`src/rtl/flq_pkg.sv`:
```
package flq_pkg;
  // Slot lanes; release lane n always carries the buffer of slot n.
  localparam int LANE_ACT  = 0;
  localparam int LANE_QUE  = 1;
  localparam int LANE_PEN  = 2;
  localparam int NUM_SLOTS = 3;
endpackage

```
`src/rtl/flq_slot.sv`:
```
module flq_slot #(
  parameter int ID_W = 4
) (
  input  logic            clk,
  input  logic            rst_n,
  input  logic            d_vld,
  input  logic [ID_W-1:0] d_id,
  output logic            q_vld,
  output logic [ID_W-1:0] q_id
);
  always_ff @(posedge clk or negedge rst_n) begin
    if (!rst_n) begin
      q_vld <= 1'b0;
      q_id  <= '0;
    end else begin
      q_vld <= d_vld;
      q_id  <= d_id;
    end
  end
endmodule

```
`src/rtl/flq_next.sv`:
```
module flq_next
  import flq_pkg::*;
#(
  parameter int ID_W = 4,
  localparam int TW  = NUM_SLOTS * ID_W
) (
  input  logic                 single_shot,
  input  logic                 flush,
  input  logic                 fe,
  input  logic                 cfire,
  input  logic [ID_W-1:0]      cid,
  input  logic                 hw_upd,
  input  logic [NUM_SLOTS-1:0] cur_vld,
  input  logic [TW-1:0]        cur_id,
  output logic [NUM_SLOTS-1:0] nxt_vld,
  output logic [TW-1:0]        nxt_id,
  output logic                 enq_v,
  output logic [ID_W-1:0]      enq_i,
  output logic [NUM_SLOTS-1:0] rel_v,
  output logic [TW-1:0]        rel_i,
  output logic                 done
);
  localparam int OA = LANE_ACT * ID_W;
  localparam int OQ = LANE_QUE * ID_W;
  localparam int OP = LANE_PEN * ID_W;

  logic fe_enq;
  logic busy;

  always_comb begin
    nxt_vld = cur_vld;
    nxt_id  = cur_id;
    enq_v   = 1'b0;
    enq_i   = '0;
    rel_v   = '0;
    rel_i   = '0;
    done    = 1'b0;
    fe_enq  = 1'b0;
    busy    = 1'b0;
    if (flush) begin
      rel_v = cur_vld;
      for (int l = 0; l < NUM_SLOTS; l++) begin
        if (cur_vld[l]) rel_i[l*ID_W +: ID_W] = cur_id[l*ID_W +: ID_W];
      end
      nxt_vld = '0;
      nxt_id  = '0;
    end else begin
      // frame end is resolved before a commit of the same cycle
      if (fe) begin
        if (single_shot) begin
          if (nxt_vld[LANE_ACT]) begin
            rel_v[LANE_ACT]     = 1'b1;
            rel_i[OA +: ID_W]   = nxt_id[OA +: ID_W];
          end
          nxt_vld[LANE_ACT] = 1'b0;
          nxt_id[OA +: ID_W] = '0;
          done = 1'b1;
        end else if (!(nxt_vld[LANE_QUE] && hw_upd)) begin
          if (nxt_vld[LANE_QUE]) begin
            if (nxt_vld[LANE_ACT]) begin
              rel_v[LANE_ACT]   = 1'b1;
              rel_i[OA +: ID_W] = nxt_id[OA +: ID_W];
            end
            nxt_vld[LANE_ACT]  = 1'b1;
            nxt_id[OA +: ID_W] = nxt_id[OQ +: ID_W];
            nxt_vld[LANE_QUE]  = 1'b0;
            nxt_id[OQ +: ID_W] = '0;
            done = 1'b1;
          end
          if (nxt_vld[LANE_PEN]) begin
            enq_v  = 1'b1;
            enq_i  = nxt_id[OP +: ID_W];
            nxt_vld[LANE_QUE]  = 1'b1;
            nxt_id[OQ +: ID_W] = nxt_id[OP +: ID_W];
            nxt_vld[LANE_PEN]  = 1'b0;
            nxt_id[OP +: ID_W] = '0;
            fe_enq = 1'b1;
          end
        end
      end
      if (cfire) begin
        if (single_shot) begin
          if (nxt_vld[LANE_ACT]) begin
            rel_v[LANE_ACT]   = 1'b1;
            rel_i[OA +: ID_W] = nxt_id[OA +: ID_W];
          end
          enq_v = 1'b1;
          enq_i = cid;
          nxt_vld[LANE_ACT]  = 1'b1;
          nxt_id[OA +: ID_W] = cid;
        end else begin
          busy = nxt_vld[LANE_QUE] && (hw_upd || fe_enq);
          if (busy) begin
            if (nxt_vld[LANE_PEN]) begin
              rel_v[LANE_PEN]   = 1'b1;
              rel_i[OP +: ID_W] = nxt_id[OP +: ID_W];
            end
            nxt_vld[LANE_PEN]  = 1'b1;
            nxt_id[OP +: ID_W] = cid;
          end else begin
            if (nxt_vld[LANE_QUE]) begin
              rel_v[LANE_QUE]   = 1'b1;
              rel_i[OQ +: ID_W] = nxt_id[OQ +: ID_W];
            end
            enq_v = 1'b1;
            enq_i = cid;
            nxt_vld[LANE_QUE]  = 1'b1;
            nxt_id[OQ +: ID_W] = cid;
          end
        end
      end
    end
  end
endmodule

```
`src/rtl/flq_ctrl.sv`:
```
module flq_ctrl
  import flq_pkg::*;
#(
  parameter int ID_W = 4,
  localparam int TW  = NUM_SLOTS * ID_W
) (
  input  logic                 clk,
  input  logic                 rst_n,
  input  logic                 single_shot,
  input  logic                 commit_valid,
  output logic                 commit_ready,
  input  logic [ID_W-1:0]      commit_id,
  input  logic                 frame_end,
  input  logic                 hw_upd_pending,
  input  logic                 flush,
  output logic                 enq_valid,
  output logic [ID_W-1:0]      enq_id,
  output logic [NUM_SLOTS-1:0] rel_valid,
  output logic [TW-1:0]        rel_id,
  output logic                 frame_done
);
  logic [NUM_SLOTS-1:0] cur_vld, nxt_vld;
  logic [TW-1:0]        cur_id, nxt_id;
  logic                 n_enq_v, n_done;
  logic [ID_W-1:0]      n_enq_i;
  logic [NUM_SLOTS-1:0] n_rel_v;
  logic [TW-1:0]        n_rel_i;
  logic                 cfire;

  assign commit_ready = !flush;
  assign cfire        = commit_valid && commit_ready;

  generate
    for (genvar g = 0; g < NUM_SLOTS; g++) begin : g_slot
      flq_slot #(.ID_W(ID_W)) u_slot (
        .clk   (clk),
        .rst_n (rst_n),
        .d_vld (nxt_vld[g]),
        .d_id  (nxt_id[g*ID_W +: ID_W]),
        .q_vld (cur_vld[g]),
        .q_id  (cur_id[g*ID_W +: ID_W])
      );
    end
  endgenerate

  flq_next #(.ID_W(ID_W)) u_next (
    .single_shot (single_shot),
    .flush       (flush),
    .fe          (frame_end),
    .cfire       (cfire),
    .cid         (commit_id),
    .hw_upd      (hw_upd_pending),
    .cur_vld     (cur_vld),
    .cur_id      (cur_id),
    .nxt_vld     (nxt_vld),
    .nxt_id      (nxt_id),
    .enq_v       (n_enq_v),
    .enq_i       (n_enq_i),
    .rel_v       (n_rel_v),
    .rel_i       (n_rel_i),
    .done        (n_done)
  );

  always_ff @(posedge clk or negedge rst_n) begin
    if (!rst_n) begin
      enq_valid  <= 1'b0;
      enq_id     <= '0;
      rel_valid  <= '0;
      rel_id     <= '0;
      frame_done <= 1'b0;
    end else begin
      enq_valid  <= n_enq_v;
      enq_id     <= n_enq_i;
      rel_valid  <= n_rel_v;
      rel_id     <= n_rel_i;
      frame_done <= n_done;
    end
  end
endmodule

```
`config.mk`:
```
export PLATFORM = sky130hd
export DESIGN_NAME = flq_ctrl
export DESIGN_NICKNAME = d
export VERILOG_FILES = /design/src/rtl/flq_pkg.sv /design/src/rtl/flq_slot.sv /design/src/rtl/flq_next.sv /design/src/rtl/flq_ctrl.sv
export SDC_FILE = /design/constraint.sdc
export NUM_CORES = 1
export LEC_CHECK = 0
export ABC_AREA = 1
export BUFFER_PORTS_ARGS = -buffer_cell sky130_fd_sc_hd__buf_4
export CAP_MARGIN = 40
export CORE_ASPECT_RATIO = 1.4
export CORE_UTILIZATION = 58
export CTS_CLUSTER_DIAMETER = 100
export DETAILED_ROUTE_END_ITERATION = 8
export MAX_ROUTING_LAYER = met4
export PLACE_DENSITY = 0.84
export SLEW_MARGIN = 0
export SYNTH_ARGS = -nofsm -noshare
export SYNTH_HDL_FRONTEND = slang
export SYNTH_SLANG_ARGS = --single-unit
```
`constraint.sdc`:
```
create_clock -name clk -period 2.7 [get_ports clk]
set_input_delay 0.135 -clock clk [delete_from_list [all_inputs] [get_ports clk]]
set_output_delay 0.135 -clock clk [all_outputs]
set_load 0.1 [all_outputs]
```
==> key figures <==
Run status
  – Outcome: finished clean

Die
  – DIE AREA: ~3100 µm²
  – I/O Pins: 33
  – Core area: ~2700 µm²
  – Row cnt: 22
  – Chip width: around 47 µm
  – DIE HEIGHT: approximately 66 µm
  – Starting Density: 0.6224

Yosys
  – Synth cell types: 25
  – Yosys top cell by area: dfrtp_1
  – Mapped Nets: between 200 and 250
  – Combinational family with the most area after synthesis: simple AND/OR/NAND/NOR gates
  – #FFs+latches synth: 36
  – Synth top area share: 0.5365
  – Async SR Flop Fraction: 1.000
  – Multiplexer area fraction after synthesis: 0
  – Post-synthesis compound-gate area fraction: 0.1498
  – Synth Cell Area: roughly 1700 µm²
  – Syn Inst Count: about 200
  – List of most frequent post-synthesis cells: nand2_1 (52), dfrtp_1 (36), nor2_1 (23)
  – Post-synthesis simple-gate area fraction: 0.2504
  – Sequential share of the synthesized area: 0.5365
  – Most frequent cell after synthesis: nand2_1
  – Post-synth EDFFs: 0
  – Yosys warnings: 0
  – Top area cells in the synthesized netlist: dfrtp_1 (54%), nand2_1 (12%), nor2_1 (5.1%)
  – Ys flop type: dfrtp_1
  – Adder-cell share of the synthesized area: 0
  – Synth Area in XOR/XNOR: 0
  – Synthesized area per cell: about 8.3 µm²

Route
  – DR pass1 iterations: 4
  – 1st-iter DRT viols: 69
  – Drt drc: 0
  – Avg Vias per Cell: ~5.4
  – Antenna-violating nets left: 0
  – Routed length per instance: roughly 14 µm
  – Final wirelength: 3726 µm
  – Routed vias: 1499

Cells and area
  – Antenna Diode Count: 0
  – Layout cells sized above 1: 0.2333
  – Fillers: approximately 220
  – Syn-to-layout area delta: 20.34%
  – Layout Nets: 250

Clock network
  – Clk slew on worst S/H paths: 0.11 ns
  – Later-pin clock latency in the skew report: approximately 0.35 ns
  – TritonCTS clock tree: done
  – Post-CTS Setup Inserts: 0
  – Root Buffer: clkbuf_4
  – # resized after CTS: 0
  – Total clock sinks: 36
  – Inserted Clock Buffers: 5
  – H-Tree Depth: 2
  – Clock Path Buffers: 2

STA
  – Min Tclk post-route: around 1.4 ns
  – Fin Setup TNS: 0 ns
  – Fmax: 704.3 MHz
  – Worst-margin pin slew: between 0.4 and 0.5 ns
  – Final Hold Vio Count: 0
  – Max-slew headroom: 0.6797
  – Setup Skew: between 0.01 and 0.015 ns
  – Max-slew violation count: 0
  – Final setup fails: 0
  – WHS: roughly 0.046 ns
  – Fin crit share: 0.5258
  – Unrepaired setup endpoints after global routing: false

Worst setup path
  – Worst r2r path cells: 5
  – Reg-to-reg startpoint: g_slot[1].u_slot.q_vld
  – Crit path kind: flop to flop
  – Critical Path Sink Type: flop
  – CP required: approximately 3 ns
  – Crit path DAT: about 1.7 ns
  – Startpoint types: flop
  – CP Max Fanout: 6
  – R2R setup slack: between 1 and 1.5 ns
  – Reg2Reg Capture Point: rel_valid[0]

Global routing
  – Overflow left after global routing: 0
  – Vias in the first global route: between 1k and 1.5k
  – Global Route Usage Sum: 0.2942
  – First-pass GRT wire length: just over 6000 µm
  – Initial antenna violation count: 0
  – Largest net degree at the start of global routing: 37

Placed design
  – HPWL Detailed: ~2800 µm
  – Gpl congestion: 0.9615
  – Input/output buffers: 32

Hold path
  – Hold wc startpoint: flush
  – Hold Path End: g_slot[2].u_slot.q_vld
  – Min-Delay Path Class: primary input to flop
  – Hold path depth: 2

Pwr
  – Pwr/cell area: about 520 nW/µm²
  – Leakage power: approximately 1.1 nW
  – Worst IR drop on VDD: about 0.32 mV

Flow run
  – Max Cap Violations: 0
==> where the power goes <==
group,leakage (nW),switching [mW],internal (mW)
clock network,0.0380,0.177,0.124
registers,0.492,0.0105,0.556
logic,0.608,0.143,0.0470
total,1.14,0.330,0.726
==> worst max-delay path: stages (launching register included) <==
cell	delay (ns)
dfrtp_1	0.48
inv_2	0.13
nor2_2	0.07
o21ai_2	0.29
a21boi_4	0.12
or2_1	0.22
==> cells in the final DEF, fill, tap and decap left out, types with 4 or more instances in the layout <==
cell type,netlist,final
a21boi_0,4,4
a21oi_1,10,10
nand2_1,52,52
inv_1,20,20
o21ai_0,14,14
buf_4,1,32
nand3_1,11,11
nor2_1,23,23
o21ai_1,7,7
nand2_2,4,4
dfrtp_1,36,36
clkbuf_4,0,5
==> cell families (layout without fill, tap and decap cells) <==
group	Yosys count	in the layout
simple gates	97	97
compound gates	42	42
flops	36	36
buf+inv	27	65
==> sequential cells by signal (all words and copies together) (netlist names) <==
| register | flops |
|---|---|
| frame_done | 1 |
| g_slot.u_slot.q_vld | 3 |
| rel_id | 12 |
| enq_id | 4 |
| rel_valid | 3 |
| enq_valid | 1 |
| g_slot.u_slot.q_id | 12 |
==> layer usage <==
layer / up-vias / wire [µm] / GRT usage / part of all wire
met5: - / 0 / - / 0
met4: 0 / 87 / 0.1464 / 0.023
met3: 9 / 187 / 0.05220 / 0.050
met2: 53 / 1906 / 0.4623 / 0.51
met1: 710 / 1545 / 0.3499 / 0.41
li1: 727 / - / - / -
==> metrics by stage <==
step | total power, mW | worst slack, ns | instance area, µm² | utilization | std cells
2_1_floorplan | 0.7055 | 0.9924 | 1679 | - | 202
3_3_place_gp | 0.7617 | 1.344 | 1949 | 0.7226 | 267
3_5_place_dp | 0.7655 | 1.314 | 1949 | 0.7226 | 267
6_report | 1.057 | 1.280 | 2021 | 0.7491 | 276
5_1_grt | 1.093 | 1.146 | 2021 | 0.7491 | 276
4_1_cts | 1.055 | 1.301 | 2021 | 0.7491 | 276
==> worst max-delay path by stage <==
| stage | startpoint | endpoint | depth (start not counted) |
|---|---|---|---|
| CTS | g_slot[1].u_slot.q_vld | rel_valid[0] | 5 |
| detailed placement | g_slot[1].u_slot.q_vld | rel_valid[0] | 5 |
| floorplan | flush | g_slot[2].u_slot.q_id[0] | 4 |
| finish | g_slot[1].u_slot.q_vld | rel_valid[0] | 5 |
| global route | g_slot[2].u_slot.q_vld | rel_id[4] | 6 |
| global placement | g_slot[1].u_slot.q_vld | rel_valid[0] | 5 |
==> cell type report <==
class	instances	area, µm²	share of cell area
timing repair buffer	33	250.2	0.1238
multi-input combinational	139	671.9	0.3325
sequential	36	900.9	0.4458
clock buffer	6	51.30	0.02539
clock inverter	2	10.01	0.004954
tap	36	45.04	0.02229
inverter	24	91.34	0.04520
==> what timing repair did <==
action / CTS / global route
hold buffers: 1 / 0
endpoints found under the setup margin: 0 / 0
endpoints found under the hold margin: 36 / 0
No activity file was read; power rests on OpenSTA's default activity.
